**src/rtl/prbs_pkg.sv**
```systemverilog
package prbs_pkg;

  // Strobes passed from the control unit to the datapath
  typedef struct packed {
    logic clearOut;  // force the output word to zero
    logic loadInit;  // load the seed into the register
    logic stepWord;  // advance by one word and capture it
  } prbsStrobes_t;

endpackage

```
**src/rtl/prbs_ctrl.sv**
```systemverilog
module prbs_ctrl
  import prbs_pkg::*;
(
  input  logic         rst,
  input  logic         en,
  input  logic         nextZero,
  output prbsStrobes_t strobes
);

  always_comb begin
    strobes.clearOut = rst;
    strobes.stepWord = en & ~rst;
    // reset reseeds; so does a step that would drain the register
    strobes.loadInit = rst | (en & nextZero);
  end

endmodule

```
**src/rtl/prbs_datapath.sv**
```systemverilog
module prbs_datapath
  import prbs_pkg::*;
#(
  parameter int                 STATE_W = 31,
  parameter logic [STATE_W-1:0] POLY    = 31'h10000001,
  parameter logic [STATE_W-1:0] INIT    = '1,
  parameter logic               INVERT  = 1'b1,
  parameter int                 DATA_W  = 32
) (
  input  logic                clk,
  input  logic                rst,
  input  prbsStrobes_t        strobes,
  output logic                nextZero,
  output logic [DATA_W-1:0]   dataOut
);

  // stateQ[k] holds the bit generated k+1 steps ago; tap j reads stage STATE_W-1-j
  function automatic logic [STATE_W-1:0] mirror(input logic [STATE_W-1:0] v);
    logic [STATE_W-1:0] r;
    for (int i = 0; i < STATE_W; i++) r[i] = v[STATE_W-1-i];
    return r;
  endfunction

  localparam logic [STATE_W-1:0] TAP_MASK = mirror(POLY);

  logic [STATE_W-1:0] stateQ;
  logic [STATE_W-1:0] stateNext;
  logic [DATA_W-1:0]  wordNext;
  logic [DATA_W-1:0]  dataQ;

  // unrolled DATA_W steps; emitted bit is the oldest stage
  always_comb begin
    logic [STATE_W-1:0] walk;
    logic fb;
    walk = stateQ;
    for (int i = 0; i < DATA_W; i++) begin
      fb          = ^(walk & TAP_MASK);
      wordNext[i] = walk[STATE_W-1] ^ INVERT;
      walk        = {walk[STATE_W-2:0], fb};
    end
    stateNext = walk;
  end

  assign nextZero = (stateNext == '0);

  always_ff @(posedge clk) begin
    if (strobes.loadInit)      stateQ <= INIT;
    else if (strobes.stepWord) stateQ <= stateNext;
  end

  always_ff @(posedge clk) begin
    if (strobes.clearOut)      dataQ <= '0;
    else if (strobes.stepWord) dataQ <= wordNext;
  end

  assign dataOut = dataQ;

  // reset loads the seed and clears the word
  p_reset_load_r4: assert property (@(posedge clk)
    rst |=> (dataQ == '0 && stateQ == INIT));

  // no step, no change
  p_hold_idle_r3: assert property (@(posedge clk) disable iff (rst)
    !strobes.stepWord |=> ($stable(dataQ) && $stable(stateQ)));

  // a draining step reseeds
  p_reload_seed_r6: assert property (@(posedge clk) disable iff (rst)
    (strobes.stepWord && nextZero) |=> stateQ == INIT);

  // register never all zeros outside reset
  p_never_zero_r6: assert property (@(posedge clk) disable iff (rst)
    strobes.stepWord |=> stateQ != '0);

endmodule

```
**src/rtl/prbs_gen.sv**
```systemverilog
module prbs_gen
  import prbs_pkg::*;
#(
  parameter int                 STATE_W = 31,
  parameter logic [STATE_W-1:0] POLY    = 31'h10000001,
  parameter logic [STATE_W-1:0] INIT    = '1,
  parameter logic               INVERT  = 1'b1,
  parameter int                 DATA_W  = 32
) (
  input  logic              clk,
  input  logic              rst,
  input  logic              en,
  output logic [DATA_W-1:0] dataOut
);

  prbsStrobes_t strobes;
  logic         nextZero;

  prbs_ctrl u_ctrl (
    .rst      (rst),
    .en       (en),
    .nextZero (nextZero),
    .strobes  (strobes)
  );

  prbs_datapath #(
    .STATE_W (STATE_W),
    .POLY    (POLY),
    .INIT    (INIT),
    .INVERT  (INVERT),
    .DATA_W  (DATA_W)
  ) u_dp (
    .clk      (clk),
    .rst      (rst),
    .strobes  (strobes),
    .nextZero (nextZero),
    .dataOut  (dataOut)
  );

endmodule

```
**config.mk**
```make
export PLATFORM = sky130hd
export DESIGN_NAME = prbs_gen
export DESIGN_NICKNAME = d
export VERILOG_FILES = /design/src/rtl/prbs_pkg.sv /design/src/rtl/prbs_ctrl.sv /design/src/rtl/prbs_datapath.sv /design/src/rtl/prbs_gen.sv
export SDC_FILE = /design/constraint.sdc
export NUM_CORES = 1
export LEC_CHECK = 0
export ABC_CLOCK_PERIOD_IN_PS = 2300
export BUFFER_PORTS_ARGS = -buffer_cell sky130_fd_sc_hd__buf_2
export CORE_MARGIN = 2
export CORE_UTILIZATION = 58
export CTS_CLUSTER_DIAMETER = 30
export DETAILED_ROUTE_END_ITERATION = 8
export GPL_TIMING_DRIVEN = 0
export HOLD_SLACK_MARGIN = 0.06
export MAX_ROUTING_LAYER = met4
export PLACE_DENSITY = 0.79
export SETUP_SLACK_MARGIN = 0.3
export SYNTH_ARGS = -nofsm -noshare
export SYNTH_HDL_FRONTEND = slang
export SYNTH_SLANG_ARGS = --single-unit
```
**constraint.sdc**
```tcl
create_clock -name clk -period 2.3 [get_ports clk]
set_input_delay 0.345 -clock clk [delete_from_list [all_inputs] [get_ports clk]]
set_output_delay 0.345 -clock clk [all_outputs]
set_load 0.005 [all_outputs]
```
==> impl_metrics.csv <==
group,metric,value,unit
place,numPlacedInstances,426,
floorplanning,dieWidth,77.3,um
clock_network,root_buffer,"clkbuf_8",
power,p_leak,1.66,nW
cells_and_area,drive_above_1_share,33.8,%
timing,setup_viol,0,
cells_and_area,seq_area,1270,um2
global_route,busiest_layer,"met2",
synth,yosys.area_share.simple,18.2,%
floorplanning,core,5140,um2
global_route,grt_max_degree,11,
global_route,grt-ovfl-total,0,
detailed_routing,routed_wirelength,7640,um
worst_hold_path,whs_path_depth,2,
critical_path,cp_data_arrival_time,2.47,ns
detailed_routing,vias_per_cell,5.55,
cells_and_area,multi_input_area,1730,um2
critical_path,cpPeakStageDelay,0.47,ns
power,power_density,1780,nW/um2
synth,synth_compound_area_share,14.8,%
detailed_routing,antenna_left,0,
power,p_total,6.75,mW
synth,synth_edf_count,0,
critical_path,crit_fanout,7,
timing,skew,0.00851,ns
place,finalWeightedCongestion,0.950,
cells_and_area,stdcell_count,455,
cells_and_area,fin_nets,384,
global_route,grtUsageTotal,27.8,%
floorplanning,initial_core_util,60.6,%
timing,fin_setup_tns,0,ns
synth,synth_top_family_by_area,"XOR/XNOR gates",
place,place_hpwl,4970,um
detailed_routing,drcViolationCount,0,
critical_path,crit_start,"u_dp.stateQ[30]$_SDFFE_PP1P_",
synth,synth_common_cells,"dfxtp_1, nor2_1, a211oi_1",
critical_path,ff2ff_path_depth,9,
cells_and_area,area.growth.synth_to_final,21.8,%
synth,synthMuxAreaShare,0.965,%
timing,hold_violations,0,
critical_path,critPathSlowestCell,"xnor3_2",
detailed_routing,route.vias.total,2526,
worst_hold_path,min_from,"rst",
critical_path,crit_cells,9,
clock_network,cts_tree,"yes",
synth,synthAdderAreaFrac,0,%
global_route,antenna_found_initial,0,
global_route,grt_pass1_vias,2432,
power,ir_drop,0.941,mV
floorplanning,die_h,77.3,um
critical_path,cpLargestDelayFamily,"XOR/XNOR gates",
clock_network,cts_sinks,63,
synth,yosysWarnings,0,
timing,slew_headroom,60.9,%
worst_hold_path,hp-class,"in -> reg",
clock_network,clockBufferDepth,2,
critical_path,worstPathRequired,2.59,ns
timing,max_freq,459,MHz
synth,ys.flop_type,"dfxtp_1",
synth,synth_top_cell_by_area,"dfxtp_1",
global_route,gr-usage-met1,36.2,%
floorplanning,die_area,5970,um2
cells_and_area,antenna_cells,0,
critical_path,critPathLaunchType,"flop",
synth,synth_cell_type_count,45,
critical_path,rr_startpoint,"u_dp.stateQ[30]$_SDFFE_PP1P_",
synth,postSynthCellCount,323,
synth,synth_seq_cells,63,
status,status,"complete, no violations",
synth,ys_async_sr_fraction,0,%
global_route,grt_use_met2,41.8,%
synth,synth_area_per_cell,9.64,um2
clock_network,clk_pin_slew,0.07,ns
synth,synth_nets,326,
clock_network,htreeDepth,3,
detailed_routing,drt-initial-drc-count,280,
timing,report.final.slew_viol_count,0,
critical_path,path_class,"reg -> reg",
synth,synth_area_leaders,"dfxtp_1, nor2_1, a211oi_1",
synth,synth_area,3110,um2
run,max_cap_viol_count,0,
cells_and_area,nFillCells,381,
timing,fin_crit_sh,94.7,%
clock_network,clk_latency,0.35,ns
place,place.port_buffers,33,
timing,worst_pin_slew,0.586,ns
timing,rsz0062_at_grt,"true",
floorplanning,rows,26,
synth,synth_xor_xnor_area_share,19.0,%
global_route,grt_pass1_wl,12300,um
synth,yosysMostFrequentCell,"dfxtp_1",
detailed_routing,first_pass_iters,4,
critical_path,crit_chain,"buf_6 > xnor3_2 > xnor2_4 > nor3_2 > and3_4 > a31oi_4 > buf_12 > clkbuf_16 > nand2_2",
synth,synth_top_area_share,40.5,%
synth,seq_area_frac_synth,40.5,%
clock_network,cts_made_buffers,9,
global_route,grt_use_met3,4.00,%
critical_path,crit_path_end_kind,"flop",
floorplanning,pin_count,35,
timing,fin_crit,2.18,ns
detailed_routing,wl_per_cell,16.8,um
critical_path,path_buf_inv,3,
cell type report:
type	instances	share of cell area (%)
tap	70	2.31
clock inverter	4	0.594
sequential	63	33.5
clock buffer	11	3.73
multi-input combinational	230	45.5
buffer	27	5.58
inverter	3	0.297
timing repair buffer	47	8.45
cells by family (layout without fill, tap and decap cells):
family	after synthesis	count (layout)
multiplexers	3	3
AO/OA/AOI/OAI	65	65
XOR/XNOR	46	46
flip-flops	63	63
AND/OR/NAND/NOR	116	116
buffers and inverters	30	92
layer usage:
| layer | wire [um] | up-vias |
|---|---|---|
| li1 | - | 1209 |
| met1 | 3200 | 1172 |
| met5 | 0 | - |
| met3 | 530 | 26 |
| met4 | 333 | 0 |
| met2 | 3570 | 119 |
power by group:
group / switching [mW] / internal (mW)
combinational: 2.16 / 2.11
sequential: 0.287 / 1.38
clock: 0.409 / 0.408
worst paths after layout:
| check | slack [ns] | to |
|---|---|---|
| max | 0.12 | u_dp.stateQ[28]$_SDFFE_PP1P_ |
| min | 0.22 | u_dp.dataOut[7]$_SDFFE_PP0P_ |
| max reg2reg | 0.12 | u_dp.stateQ[28]$_SDFFE_PP1P_ |
| min reg2reg | 0.49 | u_dp.dataOut[29]$_SDFFE_PP0P_ |
cell usage in the layout (no fill, tap or decap), drive strengths merged, types with 4 or more instances in the layout:
cell    count
buf        65
dfxtp      63
nor2       55
nand2      42
a211oi     24
o21ai      23
clkbuf     20
xor2       18
xnor2      18
a21oi       9
xnor3       7
nor3        6
o211ai      4
what timing repair did:
item	in CTS	in global routing
hold buffers	0	0
gates resized for setup	21	4
pin swaps	7	0
setup endpoints to repair	31	31
setup buffers	11	1
gates cloned	1	1
through the flow:
stage                     area, um2  util (%)  hold WS (ns)  worst slack, ns
final                          3790      73.8         0.223            0.122
after global routing           3790      73.8         0.212           0.0641
after CTS                      3740      72.8         0.214            0.216
after detailed placement       3370      65.5         0.475           0.0618
after global placement         3370      65.5         0.465           0.0920
after floorplan                3110         -         0.431            0.301
state kept, by name, summed over array words and instances (netlist names):
| register | count |
|---|---|
| u_dp.dataOut | 32 |
| u_dp.stateQ | 31 |
No activity file was read; power rests on OpenSTA's default activity.
